<file path="src/rtl/ipi_route_pkg.sv">
`timescale 1ns/1ps
package ipi_route_pkg;

  localparam int ID_W    = 8;
  localparam int MODEL_W = 4;

  typedef enum logic [2:0] {
    DM_FIXED  = 3'd0,
    DM_LOWPRI = 3'd1,
    DM_SMI    = 3'd2,
    DM_RSVD   = 3'd3,
    DM_NMI    = 3'd4,
    DM_INIT   = 3'd5,
    DM_START  = 3'd6,
    DM_EXTINT = 3'd7
  } dmode_e;

  typedef struct packed {
    logic [7:0] vector;
    dmode_e     dmode;
    logic       logical;
    logic       level;
    logic       trig;
    logic [1:0] shorthand;
  } cmd_t;

  // field extraction from the low command word
  function automatic cmd_t decode_lo(input logic [31:0] w);
    cmd_t c;
    c.vector    = w[7:0];
    c.dmode     = dmode_e'(w[10:8]);
    c.logical   = w[11];
    c.level     = w[14];
    c.trig      = w[15];
    c.shorthand = w[19:18];
    return c;
  endfunction

  // logical match for one agent under its addressing model
  function automatic logic logical_hit(input logic [ID_W-1:0] dest,
                                       input logic [ID_W-1:0] ldest,
                                       input logic [MODEL_W-1:0] model);
    logic hit;
    case (model)
      4'hF:    hit = |(dest & ldest);
      4'h0:    hit = (dest[7:4] == ldest[7:4]) && (|(dest[3:0] & ldest[3:0]));
      default: hit = 1'b0;
    endcase
    return hit;
  endfunction

endpackage

</file>
<file path="src/rtl/ipi_agent_match.sv">
`timescale 1ns/1ps
module ipi_agent_match
  import ipi_route_pkg::*;
(
  input  logic [ID_W-1:0]    dest,
  input  logic [ID_W-1:0]    sender,
  input  logic [ID_W-1:0]    my_id,
  input  logic [ID_W-1:0]    my_ldest,
  input  logic [MODEL_W-1:0] my_model,
  output logic               phys_hit,
  output logic               log_hit,
  output logic               self_hit
);
  assign phys_hit = (my_id == dest);
  assign log_hit  = logical_hit(dest, my_ldest, my_model);
  assign self_hit = (my_id == sender);
endmodule

</file>
<file path="src/rtl/ipi_target_select.sv">
`timescale 1ns/1ps
module ipi_target_select #(
  parameter int NUM_AGENTS = 8
) (
  input  logic [NUM_AGENTS-1:0] phys_hit,
  input  logic [NUM_AGENTS-1:0] log_hit,
  input  logic [NUM_AGENTS-1:0] self_hit,
  input  logic                  logical,
  input  logic [1:0]            shorthand,
  input  logic [7:0]            dest,
  output logic [NUM_AGENTS-1:0] target
);
  localparam logic [NUM_AGENTS-1:0] ALL = {NUM_AGENTS{1'b1}};

  function automatic logic [NUM_AGENTS-1:0] lowest_one(input logic [NUM_AGENTS-1:0] m);
    return m & (~m + 1'b1);
  endfunction

  logic [NUM_AGENTS-1:0] phys_sel;
  assign phys_sel = (dest == 8'hFF) ? ALL : lowest_one(phys_hit);

  always_comb begin
    case (shorthand)
      2'd0:    target = logical ? log_hit : phys_sel;
      2'd1:    target = self_hit;
      2'd2:    target = ALL;
      default: target = ~self_hit;
    endcase
  end
endmodule

</file>
<file path="src/rtl/ipi_mode_filter.sv">
`timescale 1ns/1ps
module ipi_mode_filter
  import ipi_route_pkg::*;
#(
  parameter int NUM_AGENTS = 8
) (
  input  logic [NUM_AGENTS-1:0] target,
  input  dmode_e                dmode,
  input  logic                  level,
  input  logic                  trig,
  output logic [NUM_AGENTS-1:0] mask,
  output logic                  arb_reset
);
  always_comb begin
    case (dmode)
      DM_LOWPRI: mask = target & (~target + 1'b1);
      DM_RSVD:   mask = '0;
      default:   mask = target;
    endcase
  end

  assign arb_reset = (dmode == DM_INIT) && !level && trig;
endmodule

</file>
<file path="src/rtl/ipi_route_top.sv">
`timescale 1ns/1ps
module ipi_route_top
  import ipi_route_pkg::*;
#(
  parameter int NUM_AGENTS = 8
) (
  input  logic                          clk,
  input  logic                          rst_n,
  input  logic                          cmd_lo_wr,
  input  logic [31:0]                   cmd_lo,
  input  logic                          cmd_hi_wr,
  input  logic [31:0]                   cmd_hi,
  input  logic [7:0]                    sender_id,
  input  logic [NUM_AGENTS*ID_W-1:0]    agent_id,
  input  logic [NUM_AGENTS*ID_W-1:0]    agent_ldest,
  input  logic [NUM_AGENTS*MODEL_W-1:0] agent_model,
  output logic                          dlv_valid,
  output logic [NUM_AGENTS-1:0]         dlv_mask,
  output logic [7:0]                    dlv_vector,
  output logic [2:0]                    dlv_mode,
  output logic                          dlv_trig,
  output logic                          dlv_arb_reset
);
  cmd_t                  cmd;
  logic [ID_W-1:0]       dest_q;
  logic [NUM_AGENTS-1:0] phys_hit, log_hit, self_hit;
  logic [NUM_AGENTS-1:0] target_mask;
  logic [NUM_AGENTS-1:0] final_mask;
  logic                  arb_rst;

  assign cmd = decode_lo(cmd_lo);

  always_ff @(posedge clk) begin
    if (!rst_n)         dest_q <= '0;
    else if (cmd_hi_wr) dest_q <= cmd_hi[31:24];
  end

  for (genvar g = 0; g < NUM_AGENTS; g++) begin : g_agent
    ipi_agent_match u_match (
      .dest     (dest_q),
      .sender   (sender_id),
      .my_id    (agent_id[g*ID_W +: ID_W]),
      .my_ldest (agent_ldest[g*ID_W +: ID_W]),
      .my_model (agent_model[g*MODEL_W +: MODEL_W]),
      .phys_hit (phys_hit[g]),
      .log_hit  (log_hit[g]),
      .self_hit (self_hit[g])
    );
  end

  ipi_target_select #(.NUM_AGENTS(NUM_AGENTS)) u_select (
    .phys_hit  (phys_hit),
    .log_hit   (log_hit),
    .self_hit  (self_hit),
    .logical   (cmd.logical),
    .shorthand (cmd.shorthand),
    .dest      (dest_q),
    .target    (target_mask)
  );

  ipi_mode_filter #(.NUM_AGENTS(NUM_AGENTS)) u_filter (
    .target    (target_mask),
    .dmode     (cmd.dmode),
    .level     (cmd.level),
    .trig      (cmd.trig),
    .mask      (final_mask),
    .arb_reset (arb_rst)
  );

  always_ff @(posedge clk) begin
    if (!rst_n || !cmd_lo_wr) begin
      dlv_valid     <= 1'b0;
      dlv_mask      <= '0;
      dlv_vector    <= '0;
      dlv_mode      <= '0;
      dlv_trig      <= 1'b0;
      dlv_arb_reset <= 1'b0;
    end else begin
      dlv_valid     <= 1'b1;
      dlv_mask      <= final_mask;
      dlv_vector    <= cmd.vector;
      dlv_mode      <= cmd.dmode;
      dlv_trig      <= cmd.trig;
      dlv_arb_reset <= arb_rst;
    end
  end
endmodule

</file>
<file path="config.mk">
export PLATFORM = sky130hd
export DESIGN_NAME = ipi_route_top
export DESIGN_NICKNAME = d
export VERILOG_FILES = /design/src/rtl/ipi_route_pkg.sv /design/src/rtl/ipi_agent_match.sv /design/src/rtl/ipi_target_select.sv /design/src/rtl/ipi_mode_filter.sv /design/src/rtl/ipi_route_top.sv
export SDC_FILE = /design/constraint.sdc
export NUM_CORES = 1
export LEC_CHECK = 0
export ABC_AREA = 0
export BUFFER_PORTS_ARGS = -buffer_cell sky130_fd_sc_hd__buf_2
export CAP_MARGIN = 20
export CORE_AREA = 2 2 99 101
export CTS_BUF_LIST = sky130_fd_sc_hd__clkbuf_2 sky130_fd_sc_hd__clkbuf_4 sky130_fd_sc_hd__clkbuf_8
export CTS_CLUSTER_DIAMETER = 100
export DETAILED_ROUTE_END_ITERATION = 6
export DIE_AREA = 0 0 101 103
export PLACE_DENSITY = 0.78
export SETUP_SLACK_MARGIN = 0.3
export SYNTH_ARGS = -nofsm -noshare
export SYNTH_HDL_FRONTEND = slang
export SYNTH_SLANG_ARGS = --single-unit
</file>
<file path="constraint.sdc">
create_clock -name clk -period 3 [get_ports clk]
set_clock_uncertainty 0.2 [all_clocks]
set_input_delay 0.6 -clock clk [delete_from_list [all_inputs] [get_ports clk]]
set_output_delay 0.6 -clock clk [all_outputs]
set_load 0.005 [all_outputs]
</file>
==> results.md <==
- Status: completed
- TritonCTS Sinks: 30
- Row count: 36
- Sw Ratio: 34.2%
- Pint: 0.000897 W
- Initial DRC count: 190
- Hold path cells: 2
- Most area-hungry cell type in the Yosys netlist: xor2_1
- Clock power share: 25.0%
- R2R Setup Slk: 0.37 ns
- Util after Layout: 53.5%
- RSZ-0062 raised after global routing: true
- Net switching power: 0.000466 W
- Yosys top cell area share: 16.8%
- Combinational share of power: 43.3%
- CP max FO: 8
- Clock Tree Buf Depth: 2
- Post-CTS setup buffer count: 0
- Setup TNS Final: 0 ns
- Most frequent cell after synthesis: xor2_1
- CP Class: flip-flop to flip-flop
- GRT Util Overall: 25.2%
- GRT overflow: 0
- Dpl hpwl: 11100 um
- CTS tree: built
- Cts hold-fix bufs: 0
- Tot Pwr: 0.00136 W
- Root Buffer: clkbuf_8
- Area contributors post-synth: xor2_1 17%, dfxtp_1 16%, xnor2_1 15%, ha_1 11%, nor4_1 5.7%
- Routed len/inst: 17.8 um
- Top cell types by occurrence after synthesis: 71 x xor2_1, 64 x xnor2_1, 34 x nor4_1, 32 x ha_1, 30 x dfxtp_1
- Area Overhead vs Synth: 36.7%
- Mapped Avg Cell Area: 8.42 um2
- IO Count: 258
- Worst Path Required: 2.98 ns
- Fraction of layout cells with a size suffix above 1: 39.0%
- Worst Path Arrival: 2.61 ns
- Worst-Margin Slew: 0.432 ns
- Detail Route Antenna Nets: 0
- Non-Filler Instances: 768
- WHS Endpoint: dlv_vector[3]$_SDFF_PN0_
- Core Area: 9460 um2
- Die X: 101 um
- Distinct cell type count after synthesis: 47
- Vias per inst: 5.46
- DP Worst Slack: 0.145 ns
- Num CTS Buffers: 5
- Nets@finish: 921
- Post-Syn Instances: 440
- Part of the Yosys area used for sequential elements: 16.2%
- RR Startpoint: dest_q[5]$_SDFFE_PN0P_
- Setup ws final: 0.374 ns
- Post-Syn Area: 3700 um2
- Min Clock Period, post-route: 2.63 ns
- VDD IR max: 0.140 mV
- Max transition margin: 71.0%
- Setup Viol. Count Final: 0
- Post_cts resized: 1
- Drt total wl: 13600 um
- GPL Wtd Cong: 0.887
- Max-Cap Viols: 0
- FF+latch count, synth: 30
- R2R Path End: dlv_mask[5]$_SDFF_PN0_
- Buffers added on ports: 217
- Hold WC Path Type: primary input to flip-flop
- Yosys warns: 0
- Most common flop cell mapped by yosys: dfxtp_1
- Die area: 10400 um2
- Pin count of the biggest net entering global routing: 22
- CP Capture Type: flip-flop
- First-pass GRT wire length: 20500 um
- Vias in the first global route: 4205
- N_diodes: 0
- H-tree depth: 2
- Seq pwr share: 31.7%
- Ys async rst share: 0%
- Cell count after placement: 760
- Via count: 4192
- Final hold viol count: 0
- Leak: 2.42 nW
- Post-Syn Nets: 708
- Initial antenna violation count: 0
- Worst-path clk slew: 0.06 ns
- Setup crit start kind: flip-flop
- Number of synthesized flops with an enable pin: 0
- DRT Pass-1 Iters: 5
- Fin. max-slew vios: 0
- Skew-Pair Late Insertion Delay: 0.28 ns
- Hold_sp: cmd_lo[3]
- Fmax: 381 MHz
- Worst Reg2Reg Path Length in Cells: 9
- Cell Pwr Density: 269 nW/um2
- Initial Util: 39.2%
- Crit share post-route: 87.5%
- Die H: 103 um
- Drt drc: 0
[how the worst max path moves through the flow]
| stage | from | endpoint |
|---|---|---|
| after floorplan | agent_ldest[13] | dlv_mask[5]$_SDFF_PN0_ |
| after global placement | agent_ldest[13] | dlv_mask[5]$_SDFF_PN0_ |
| after detailed placement | agent_ldest[13] | dlv_mask[5]$_SDFF_PN0_ |
| after CTS | dest_q[5]$_SDFFE_PN0P_ | dlv_mask[5]$_SDFF_PN0_ |
| after global routing | dest_q[5]$_SDFFE_PN0P_ | dlv_mask[5]$_SDFF_PN0_ |
| final | dest_q[5]$_SDFFE_PN0P_ | dlv_mask[5]$_SDFF_PN0_ |
[routing by layer]
metal	vias to the layer above	part of all wire, %	global-route usage [%]	routed length (um)
li1	2038	-	-	-
met2	221	50	46.6	6810
met1	1909	41	30.1	5640
met3	24	6.9	2.92	936
met4	0	1.9	8.73	265
met5	-	0	0	0
[cell type report]
type | count | area (um2)
clock buffers | 7 | 90.1
clock inverters | 1 | 5.00
fillers | 897 | 4400
inverters | 2 | 7.51
multi-input cells | 381 | 2990
flip-flops and latches | 30 | 603
well taps | 114 | 143
repair buffers | 233 | 1220
[power by group through the flow]
stage               registers, W  logic (W)  clock network (W)
floorplan               0.000437   0.000319                  0
global placement        0.000439   0.000561                  0
detailed placement      0.000440   0.000583                  0
CTS                     0.000432   0.000585           0.000347
global route            0.000434   0.000650           0.000362
finish                  0.000432   0.000590           0.000341
[cell families (layout without fill, tap and decap cells)]
logic type	after synthesis	in the layout	synth area share, %
buffers and inverters	29	243	4.19
adder cells (fa/ha/maj)	32	32	10.8
XOR/XNOR	135	135	31.9
AND/OR/NAND/NOR	150	150	22.9
flip-flops	30	30	16.2
AO/OA/AOI/OAI	56	56	11.8
multiplexers	8	8	2.16
[flip-flops by register name, indices dropped and copies added (netlist names)]
name	count
dest_q	8
dlv_mask	8
dlv_valid	1
dlv_vector	8
dlv_arb_reset	1
dlv_trig	1
dlv_mode	3
[critical path: stages (launching register included)]
cell	delay, ns
dfxtp_1	0.31
buf_4	0.18
ha_1	0.21
o41ai_2	0.33
a32o_1	0.26
a21oi_1	0.10
a21o_1	0.20
a221oi_2	0.28
nor2_1	0.13
a2111oi_4	0.32
[placed cells by master, fill, tap and decap left out, types with 9 or more instances in the layout]
cell type,netlist,layout
buf_2,16,217
xor2_1,71,70
xnor2_1,64,64
nor4_1,34,32
ha_1,32,32
dfxtp_1,30,28
nand4_1,27,27
nand2_1,23,23
nor2_1,17,17
and3_1,14,14
buf_4,1,14
a22oi_1,10,10
nor2b_1,9,9
[stage by stage]
step / hold WS (ns) / area (um2)
CTS: 0.349 / 5010
global placement: 0.349 / 4920
detailed placement: 0.381 / 4920
finish: 0.359 / 5060
floorplan: 0.546 / 3700
global route: 0.350 / 5060
No activity file was read; power rests on OpenSTA's default activity.
